## config.mk

```make
export PLATFORM = sky130hd
export DESIGN_NAME = ecc_guard
export DESIGN_NICKNAME = d
export VERILOG_FILES = /design/src/rtl/ecc_guard.sv
export SDC_FILE = /design/constraint.sdc
export NUM_CORES = 1
export LEC_CHECK = 0
export BUFFER_PORTS_ARGS = -buffer_cell sky130_fd_sc_hd__buf_4
export CAP_MARGIN = 15
export CORE_AREA = 2 2 296 298
export DETAILED_ROUTE_END_ITERATION = 8
export DIE_AREA = 0 0 298 300
export GPL_ROUTABILITY_DRIVEN = 0
export SLEW_MARGIN = 20
export SYNTH_ARGS = -nofsm -noshare
export SYNTH_HDL_FRONTEND = slang
export SYNTH_SLANG_ARGS = --single-unit
```

## constraint.sdc

```tcl
create_clock -name clk -period 9.2 [get_ports clk]
set_input_delay 0.46 -clock clk [delete_from_list [all_inputs] [get_ports clk]]
set_output_delay 0.46 -clock clk [all_outputs]
set_load 0.05 [all_outputs]
```

## src/rtl/ecc_guard.sv

```systemverilog
module ecc_guard #(
  parameter int LANES  = 2,
  parameter int ADDR_W = 32,
  parameter int CNT_W  = 16
) (
  input  logic                  clk,
  input  logic                  rst_n,
  input  logic                  wr_valid,
  output logic                  wr_ready,
  input  logic [ADDR_W-1:0]     wr_addr,
  input  logic [LANES*64-1:0]   wr_data,
  output logic                  mw_valid,
  input  logic                  mw_ready,
  output logic [ADDR_W-1:0]     mw_addr,
  output logic [LANES*72-1:0]   mw_data,
  input  logic                  mr_valid,
  input  logic [ADDR_W-1:0]     mr_addr,
  input  logic [LANES*72-1:0]   mr_data,
  output logic                  rd_valid,
  output logic [ADDR_W-1:0]     rd_addr,
  output logic [LANES*64-1:0]   rd_data,
  output logic [LANES-1:0]      rd_err,
  input  logic                  reg_we,
  input  logic [2:0]            reg_addr,
  input  logic [31:0]           reg_wdata,
  output logic [31:0]           reg_rdata,
  output logic                  irq_sbe,
  output logic                  irq_dbe
);
  localparam int DW = LANES * 64;

  function automatic logic [71:0] enc(input logic [63:0] d);
    logic [71:0] c;
    int k;
    c = '0;
    k = 0;
    for (int i = 1; i < 72; i++)
      if ((i & (i - 1)) != 0) begin
        c[i] = d[k];
        k++;
      end
    for (int i = 3; i < 72; i++)
      if ((i & (i - 1)) != 0)
        for (int b = 0; b < 7; b++)
          if (i[b]) c[1 << b] = c[1 << b] ^ c[i];
    c[0] = ^c;
    return c;
  endfunction

  function automatic void dec(input logic [71:0] cw, output logic [63:0] d,
                              output logic sb, output logic db, output logic [7:0] syn);
    logic [6:0]  s;
    logic        p;
    logic [71:0] c;
    int          k;
    s = '0;
    for (int i = 0; i < 72; i++)
      if (cw[i]) s = s ^ 7'(i);
    p  = ^cw;
    c  = cw;
    sb = p && (s < 7'd72);
    db = (!p && s != 7'd0) || (p && s >= 7'd72);
    if (sb) c[s] = ~c[s];
    d = '0;
    k = 0;
    for (int i = 1; i < 72; i++)
      if ((i & (i - 1)) != 0) begin
        d[k] = c[i];
        k++;
      end
    syn = {p, s};
  endfunction

  logic              ecc_en, cap_latest;
  logic [1:0]        inj_mode;
  logic [71:0]       inj_mask;
  logic [CNT_W-1:0]  sbe_cnt, dbe_cnt;
  logic [31:0]       sbe_thr, dbe_thr;
  logic              cap_vld, cap_dbl;
  logic [7:0]        cap_syn, cap_lane;
  logic [ADDR_W-1:0] cap_addr;

  logic [DW-1:0]     dec_d, raw_d;
  logic [LANES-1:0]  l_sbe, l_dbe;
  logic [7:0]        l_syn [LANES];

  assign inj_mask = (inj_mode == 2'b01) ? 72'h2 : (inj_mode == 2'b10) ? 72'h6 : 72'h0;
  assign mw_valid = wr_valid;
  assign mw_addr  = wr_addr;
  assign wr_ready = mw_ready;

  for (genvar l = 0; l < LANES; l++) begin : g_lane
    logic [63:0] d;
    logic        sb, db;
    logic [7:0]  sy;
    assign mw_data[l*72 +: 72] = ecc_en ? (enc(wr_data[l*64 +: 64]) ^ inj_mask)
                                        : {8'h00, wr_data[l*64 +: 64]};
    always_comb dec(mr_data[l*72 +: 72], d, sb, db, sy);
    assign dec_d[l*64 +: 64] = d;
    assign raw_d[l*64 +: 64] = mr_data[l*72 +: 64];
    assign l_sbe[l] = sb;
    assign l_dbe[l] = db;
    assign l_syn[l] = sy;
  end

  logic       chk_en, err_any;
  logic       c_dbl;
  logic [7:0] c_syn, c_lane;

  always_comb begin
    c_dbl  = 1'b0;
    c_syn  = '0;
    c_lane = '0;
    for (int l = LANES - 1; l >= 0; l--)
      if (l_sbe[l] || l_dbe[l]) begin
        c_dbl  = l_dbe[l];
        c_syn  = l_syn[l];
        c_lane = l[7:0];
      end
  end

  assign chk_en  = mr_valid && ecc_en;
  assign err_any = chk_en && ((l_sbe | l_dbe) != '0);

  logic [CNT_W:0] sbe_sum, dbe_sum;
  assign sbe_sum = {1'b0, sbe_cnt} + (CNT_W+1)'($countones(l_sbe & {LANES{chk_en}}));
  assign dbe_sum = {1'b0, dbe_cnt} + (CNT_W+1)'($countones(l_dbe & {LANES{chk_en}}));

  logic wr_ctrl, clr_s, clr_d, wr_info;
  assign wr_ctrl = reg_we && reg_addr == 3'd0;
  assign clr_s   = reg_we && reg_addr == 3'd1 && reg_wdata[0];
  assign clr_d   = reg_we && reg_addr == 3'd1 && reg_wdata[1];
  assign wr_info = reg_we && reg_addr == 3'd7;

  always_ff @(posedge clk or negedge rst_n) begin
    if (!rst_n) begin
      rd_valid <= 1'b0;
      rd_addr  <= '0;
      rd_data  <= '0;
      rd_err   <= '0;
    end else begin
      rd_valid <= mr_valid;
      rd_addr  <= mr_addr;
      rd_data  <= ecc_en ? dec_d : raw_d;
      rd_err   <= chk_en ? l_dbe : '0;
    end
  end

  always_ff @(posedge clk or negedge rst_n) begin
    if (!rst_n) begin
      ecc_en <= 1'b1; cap_latest <= 1'b0; inj_mode <= 2'b00;
      sbe_cnt <= '0; dbe_cnt <= '0; sbe_thr <= '0; dbe_thr <= '0;
      irq_sbe <= 1'b0; irq_dbe <= 1'b0;
      cap_vld <= 1'b0; cap_dbl <= 1'b0; cap_syn <= '0; cap_lane <= '0; cap_addr <= '0;
    end else begin
      if (wr_ctrl) begin
        ecc_en     <= reg_wdata[0];
        cap_latest <= reg_wdata[1];
        inj_mode   <= reg_wdata[3:2];
      end
      if (reg_we && reg_addr == 3'd4) sbe_thr <= reg_wdata;
      if (reg_we && reg_addr == 3'd5) dbe_thr <= reg_wdata;

      if (clr_s) sbe_cnt <= '0;
      else       sbe_cnt <= sbe_sum[CNT_W] ? '1 : sbe_sum[CNT_W-1:0];
      if (clr_d) dbe_cnt <= '0;
      else       dbe_cnt <= dbe_sum[CNT_W] ? '1 : dbe_sum[CNT_W-1:0];

      irq_sbe <= (irq_sbe || (32'(sbe_cnt) > sbe_thr)) && !clr_s;
      irq_dbe <= (irq_dbe || (32'(dbe_cnt) > dbe_thr)) && !clr_d;

      if (wr_info) cap_vld <= 1'b0;
      if (err_any && (!cap_vld || cap_latest)) begin
        cap_vld  <= 1'b1;
        cap_dbl  <= c_dbl;
        cap_syn  <= c_syn;
        cap_lane <= c_lane;
        cap_addr <= mr_addr;
      end
    end
  end

  always_comb begin
    case (reg_addr)
      3'd0:    reg_rdata = {28'd0, inj_mode, cap_latest, ecc_en};
      3'd1:    reg_rdata = {30'd0, irq_dbe, irq_sbe};
      3'd2:    reg_rdata = 32'(sbe_cnt);
      3'd3:    reg_rdata = 32'(dbe_cnt);
      3'd4:    reg_rdata = sbe_thr;
      3'd5:    reg_rdata = dbe_thr;
      3'd6:    reg_rdata = 32'(cap_addr);
      default: reg_rdata = {8'd0, cap_lane, cap_syn, 6'd0, cap_dbl, cap_vld};
    endcase
  end
endmodule


```

==> impl_metrics.py, run 1 <==
metrics = {
    "run_status": {
        "status": "complete, but fails checks",
        "violations": "design-rule violations",
    },
    "power_and_ir_drop": {
        "power_frac_clock_pct": 14.8,
        "intPower_w": 0.00533,
        "combPwrFrac_pct": 68.8,
        "p_per_area_nw_per_um2": 359,
        "p_leak_nw": 13.7,
        "seqPwrFrac_pct": 16.4,
        "vdd_drop_max_uv": 343,
        "switchingPower_w": 0.00612,
        "switching_share_pct": 53.4,
    },
    "timing": {
        "holdWs_ns": 0.0317,
        "worst_pin_slew_ns": 1.03,
        "max_slew_margin_pct": 30.8,
        "tns_ns": 0,
        "min_period_ns": 5.50,
        "fmax_mhz": 182,
        "final_max_slew_viol_count": 0,
        "post-route-period-util_pct": 59.8,
        "finalClockSkew_ns": 0.0267,
        "setup_viol": 0,
        "final_hold_viol_count": 0,
        "rsz0062_at_grt": "no",
    },
    "grt": {
        "gr-total-overflow": 0,
        "grtUsageTotal_pct": 23.4,
        "grt_start_max_net_pins": 150,
        "antenna_found_initial": 25,
        "grt_pass1_vias": 21729,
        "grt_pass1_wl_um": 155000,
    },
    "finish": {
        "multiInputGateArea_um2": 15300,
        "fill_cells": 8882,
        "syn2layout_area_growth_pct": 31.9,
        "final_nets": 3484,
        "drive_above_1_share_pct": 35.8,
        "layout_commonest_cell": "buf_4",
        "final_cell_mix": "705 x buf_4, 424 x xnor2_1, 307 x dfrtp_1",
        "ff_latch_area_um2": 7710,
    },
    "synth": {
        "synth.avg_cell_area_um2": 9.92,
        "synth.top_cell.area_share_pct": 31.7,
        "synth_fp_nets": 2859,
        "syn_area_um2": 24200,
        "syn_inst": 2441,
        "synthTopCellsByArea": "dfrtp_1 32%, xnor2_1 15%, mux2_2 11%",
        "synth_edf_count": 0,
        "synth-main-ff-cell": "dfrtp_1",
        "synthArstFlopShare_pct": 100,
        "synth_seq_cells": 308,
        "yosys.area.top_type": "dfrtp_1",
        "ys_warn_count": 0,
        "yosysUniqueCellTypes": 86,
        "seq_area_frac_synth_pct": 31.8,
    },
    "drt": {
        "ant_nets": 0,
        "postRouteWirelength_um": 109000,
        "via_count": 21841,
        "drtIter0Drc": 1821,
        "drc": 4,
        "avgRoutedWirePerCell_um": 25.5,
        "vias_per_cell": 5.11,
        "firstDrtPassIters": 9,
    },
    "die": {
        "die_x_um": 298,
        "die_h_um": 300,
        "core-area_um2": 86200,
        "die_area_um2": 89400,
        "io_pins": 752,
        "start_util_pct": 28.1,
        "row_count": 108,
    },
    "clock_network": {
        "cts.repair.resized": 0,
        "clockRootBuffer": "clkbuf_16",
        "insertion_delay_ns": 0.58,
        "cts_made_buffers": 42,
        "htreeDepth": 2,
        "clockBufferDepth": 3,
        "hold_buffers": 31,
        "cts.clk_slew.worst_paths_ns": 0.05,
        "cts_sinks": 308,
        "post-cts-setup-buffer-count": 0,
        "cts_tree": "built",
    },
    "setup_path": {
        "cpMaxStageDelayCell": "or3_1",
        "required_ns": 9.70,
        "cp_slowest_stage_delay_ns": 0.62,
        "path_common_cell": "xnor3_1",
        "crit_fanout": 13,
        "crit_chain": "buf_4 -> xnor2_2 -> xnor3_1 -> xnor3_1 -> xnor3_1 -> xnor2_2 -> inv_1 -> nand3_1 -> o21a_1 -> o22ai_1 -> nor2_1 -> ha_1 -> ha_1 -> inv_1 -> fa_1 -> nor2b_1 -> nand3_1 -> or3_1 -> a21oi_1",
        "crit_family": "XOR/XNOR gates",
        "arrival_ns": 6.00,
        "worstSetupPathType": "in -> reg",
        "critical_path_buf_inv_count": 3,
        "critPathLaunchType": "primary input",
        "endpoint_kind": "flip-flop",
    },
    "placement": {
        "dp_hpwl_um": 87100,
        "port_buffers": 683,
    },
    "flow_run": {
        "maxCapViolCount": 0,
    },
    "worst_hold_path": {
        "hold_path.class": "in -> reg",
    },
}
[metal layers]
layer / vias up / routed length (um) / global-route usage, %
li1: 9841 / - / -
met1: 10668 / 44500 / 29.9
met2: 1136 / 50500 / 37.8
met3: 192 / 9430 / 5.81
met4: 4 / 4370 / 9.40
met5: - / 21 / 0
[synth_stat cells, types with 7 or more instances]
cell type and instances:
a221o_1 8, inv_1 96, mux2_2 228, o31ai_2 20, and2_1 41, o21a_1 7
nor2_1 92, xor2_1 76, clkbuf_1 82, nand4_1 18, buf_2 8, nand2_1 175
a22oi_1 9, mux2i_1 62, ha_1 39, a31oi_1 84, buf_1 9, buf_4 38
nand3_1 27, dfrtp_1 307, o211ai_1 36, o22ai_1 15, nor2b_1 55, nand2b_1 12
a21o_1 16, o21ai_0 83, mux2_4 31, o221ai_1 33, a32oi_1 8, a221oi_1 13
nor4_1 12, xnor2_2 15, buf_6 13, xnor2_1 424, o21ai_1 11, o31ai_1 8
nor3_1 23, xnor3_1 15, a21oi_1 89
[logic make-up (layout without fill, tap and decap cells)]
family / after synthesis / in the layout / synth area share [%]
XOR/XNOR: 546 / 546 / 22.0
AND/OR/NAND/NOR: 486 / 486 / 9.84
AO/OA/AOI/OAI: 485 / 485 / 13.8
multiplexers: 322 / 322 / 15.2
flip-flops: 308 / 308 / 31.8
buffers and inverters: 253 / 909 / 5.12
adder cells (fa/ha/maj): 41 / 41 / 2.18
other: 0 / 19 / 0
[power groups by stage]
| stage | clock (W) | combinational, W | sequential, W |
|---|---|---|---|
| 6_report | 0.00170 | 0.00788 | 0.00188 |
| 5_1_grt | 0.00179 | 0.00829 | 0.00191 |
| 4_1_cts | 0.00174 | 0.00783 | 0.00188 |
| 3_5_place_dp | 0 | 0.00778 | 0.00190 |
| 3_3_place_gp | 0 | 0.00776 | 0.00189 |
| 2_1_floorplan | 0 | 0.00512 | 0.00229 |
[flip-flops by register name, indices dropped and copies added, names as in the netlist]
signal and flops:
cap_dbl 1, dbe_cnt 16, dbe_thr 32, irq_dbe 1, cap_vld 1, cap_addr 32, rd_data 128, rd_valid 1
irq_sbe 1, sbe_thr 32, cap_lane 1, sbe_cnt 16, rd_addr 32, cap_latest 1, ecc_en 1, inj_mode 2
cap_syn 8, rd_err 2
[worst paths after layout]
| path | start | endpoint | slack [ns] | cells after the start |
|---|---|---|---|---|
| min | mr_addr[3] | rd_addr[3] | 0.03 | 1 |
| max | mr_data[59] | dbe_cnt[13] | 3.70 | 19 |
| min reg2reg | cap_syn[5] | cap_syn[5] | 0.47 | 1 |
| max in group asynchronous | rst_n | rd_data[18] | 6.55 | 4 |
| max reg2reg | ecc_en | sbe_cnt[0] | 4.92 | 9 |
| min in group asynchronous | rst_n | rd_addr[6] | 0.49 | 2 |
[stage by stage]
stage	setup WS (ns)	cell area, um^2	std cells	util [%]	power [W]
finish	3.70	31900	4271	37.0	0.0115
global route	3.49	31900	4268	37.0	0.0120
CTS	3.76	31900	4252	37.0	0.0114
detailed placement	3.14	30100	4146	35.0	0.00968
global placement	3.28	30100	4146	35.0	0.00965
floorplan	4.27	24200	2441	-	0.00740
[area by class of cell]
class / instances / share of cell area, %
clock inverters: 16 / 0.690
clock buffers: 59 / 3.77
well taps: 1155 / 4.53
repair buffers: 738 / 17.7
diodes: 19 / 0.149
multi-input cells: 1880 / 47.9
flip-flops and latches: 308 / 24.2
inverters: 96 / 1.13
Power figures use the tool's default switching activity.
==> run 2: changes to the inputs <==
Clock period 9.2 ns to 4.86 ns, I/O delays scaled along.
==> run 2 against run 1 <==
  * The run now ends clean
  * Cell area increased by 6.5%
  * Utilization increased by 2.4 points
  * Setup slack got worse by 3.5 ns
  * Sequential power increased by 87%
  * Combinational power increased by 110%
  * Global-route usage increased by 0.26 points
  * Wire length increased by 1.4%
  * Largest cell class unchanged
  * Highest routed layer unchanged
==> impl_metrics.py, run 2 (synthesis gave the netlist of run 1 again) <==
metrics = {
    "drt": {
        "vias_per_cell": 5.06,
        "firstDrtPassIters": 8,
        "avgRoutedWirePerCell_um": 24.6,
        "via_count": 22720,
        "postRouteWirelength_um": 110000,
        "ant_nets": 0,
        "drtIter0Drc": 2075,
        "drc": 0,
    },
    "power_and_ir_drop": {
        "vdd_drop_max_uv": 521,
        "power_frac_clock_pct": 13.2,
        "intPower_w": 0.0109,
        "combPwrFrac_pct": 71.4,
        "seqPwrFrac_pct": 15.4,
        "switchingPower_w": 0.0119,
        "p_leak_nw": 14.7,
        "p_per_area_nw_per_um2": 671,
        "switching_share_pct": 52.1,
    },
    "worst_hold_path": {
        "hold_path.class": "in -> reg",
        "hold_end": "rd_data[80]",
        "worstHoldStart": "mr_data[88]",
        "hold_path_depth": 4,
    },
    "finish": {
        "syn2layout_area_growth_pct": 40.5,
        "final_cell_mix": "790 x buf_4, 422 x xnor2_1, 307 x dfrtp_1",
        "drive_above_1_share_pct": 36.4,
        "layout_commonest_cell": "buf_4",
        "top_register": "rd_data",
        "largest_register_ffs": 128,
        "final_nets": 3708,
    },
    "setup_path": {
        "worstSetupPathType": "in -> reg",
        "crit_chain": "dlygate4sd3_1 -> buf_4 -> xnor2_4 -> xnor3_1 -> xnor3_2 -> xnor3_2 -> nor3_2 -> o21ai_1 -> o21a_1 -> o22ai_2 -> buf_4 -> nor2_1 -> ha_1 -> ha_1 -> inv_1 -> fa_1 -> nor2b_2 -> nand3_1 -> or3_1 -> buf_4 -> a21oi_1",
        "crit_fanout": 7,
        "r2r_end": "rd_data[65]",
        "critical_path_buf_inv_count": 5,
        "cpMaxStageDelayCell": "dlygate4sd3_1",
        "reg2reg_from": "ecc_en",
        "cp_slowest_stage_delay_ns": 0.55,
        "path_common_cell": "buf_4",
        "arrival_ns": 5.16,
        "endpoint_kind": "flip-flop",
        "reg2reg_depth": 5,
        "rrSetupSlack_ns": 1.67,
        "critPathLaunchType": "primary input",
        "required_ns": 5.34,
        "crit_family": "XOR/XNOR gates",
    },
    "timing": {
        "setup_viol": 0,
        "fin_ws_ns": 0.183,
        "fmax_mhz": 214,
        "final_hold_viol_count": 0,
        "holdWs_ns": 0.0402,
        "worst_pin_slew_ns": 1.03,
        "rsz0062_at_grt": "no",
        "min_period_ns": 4.68,
        "finalClockSkew_ns": 0.0340,
        "post-route-period-util_pct": 96.2,
        "max_slew_margin_pct": 30.4,
        "final_max_slew_viol_count": 0,
    },
    "die": {
        "row_count": 108,
        "core-area_um2": 86200,
        "die_x_um": 298,
        "io_pins": 752,
        "die_h_um": 300,
        "die_area_um2": 89400,
        "start_util_pct": 28.1,
    },
    "grt": {
        "grt_pass1_vias": 22705,
        "grt_pass1_wl_um": 158000,
        "antenna_found_initial": 23,
        "gr-total-overflow": 0,
        "grt_start_max_net_pins": 158,
        "grtUsageTotal_pct": 23.6,
    },
    "placement": {
        "place_ws_ns": -0.0276,
        "dp_hpwl_um": 87300,
        "port_buffers": 683,
    },
    "clock_network": {
        "cts_tree": "built",
        "htreeDepth": 2,
        "cts_made_buffers": 41,
        "clockRootBuffer": "clkbuf_16",
        "cts.clk_slew.worst_paths_ns": 0.07,
        "clockBufferDepth": 3,
        "cts_sinks": 308,
        "insertion_delay_ns": 0.60,
        "post-cts-setup-buffer-count": 0,
    },
    "run_status": {
        "status": "finished, final reports clean",
    },
    "flow_run": {
        "maxCapViolCount": 0,
    },
}
## run 2: cell types whose count changed in the layout (fill, tap and decap cells not counted), sizes merged
cell | before | now
bufinv | 3 | 1
clkinvlp | 1 | 5
dlygate4sd3 | 31 | 165
buf | 707 | 798
clkinv | 10 | 9
clkbuf | 59 | 56
diode | 19 | 18
## run 2: worst max path at each step
| stage | from | to | slack, ns | cells after the start |
|---|---|---|---|---|
| floorplan | mr_data[97] | dbe_cnt[10] | 0.15 | 19 |
| global placement | mr_data[58] | dbe_cnt[0] | -0.04 | 21 |
| detailed placement | mr_data[58] | dbe_cnt[7] | -0.03 | 21 |
| CTS | mr_data[9] | dbe_cnt[7] | 0.03 | 21 |
| global route | mr_data[53] | dbe_cnt[7] | 0.003 | 21 |
| finish | mr_data[53] | dbe_cnt[6] | 0.18 | 21 |
## run 2: what timing repair did
item                                   CTS  global route
setup endpoints to repair                0            26
hold buffers                           165             0
endpoints found under the hold margin  342             0
resized for setup                        0            14
## run 2: power by group through the flow
stage                     combinational (W)  clock, W  sequential (W)
after floorplan                     0.00968         0         0.00433
after global placement               0.0157         0         0.00354
after detailed placement             0.0158         0         0.00355
after CTS                            0.0160   0.00310         0.00352
after global routing                 0.0171   0.00319         0.00358
final                                0.0163   0.00301         0.00352
## run 2: layout make-up
class                   instances  area, um^2
clock inverters                17         193
flip-flops and latches        308        7710
diodes                         18        45.0
clock buffers                  56        1130
well taps                    1155        1450
inverters                      96         360
repair buffers                963        7740
multi-input cells            1880       15400
fillers                      8723       52200
## run 2: per-layer routing
| metal | wire (um) | GRT usage [%] | up-vias | share of wire [%] |
|---|---|---|---|---|
| met5 | 49 | 0 | - | 0.044 |
| li1 | - | - | 10300 | - |
| met4 | 3760 | 8.39 | 8 | 3.4 |
| met1 | 45800 | 30.6 | 11073 | 41 |
| met3 | 9250 | 5.67 | 188 | 8.4 |
| met2 | 51600 | 38.5 | 1151 | 47 |
## run 2: worst register-to-register path: cells and delay by family (launching register included)
family,cells,cell delay [ns]
buf+inv,3,1.49
compound gates,1,0.33
flops,1,0.63
simple gates,1,0.65
## run 2: through the flow
step	utilization [%]	total power [W]	area [um^2]	std cells	setup TNS, ns
2_1_floorplan	-	0.0140	24200	2441	0
3_3_place_gp	35.8	0.0193	30900	4237	-0.336
3_5_place_dp	35.8	0.0193	30900	4237	-0.0874
4_1_cts	39.3	0.0226	33900	4475	0
5_1_grt	39.4	0.0239	34000	4492	0
6_report	39.4	0.0228	34000	4493	0
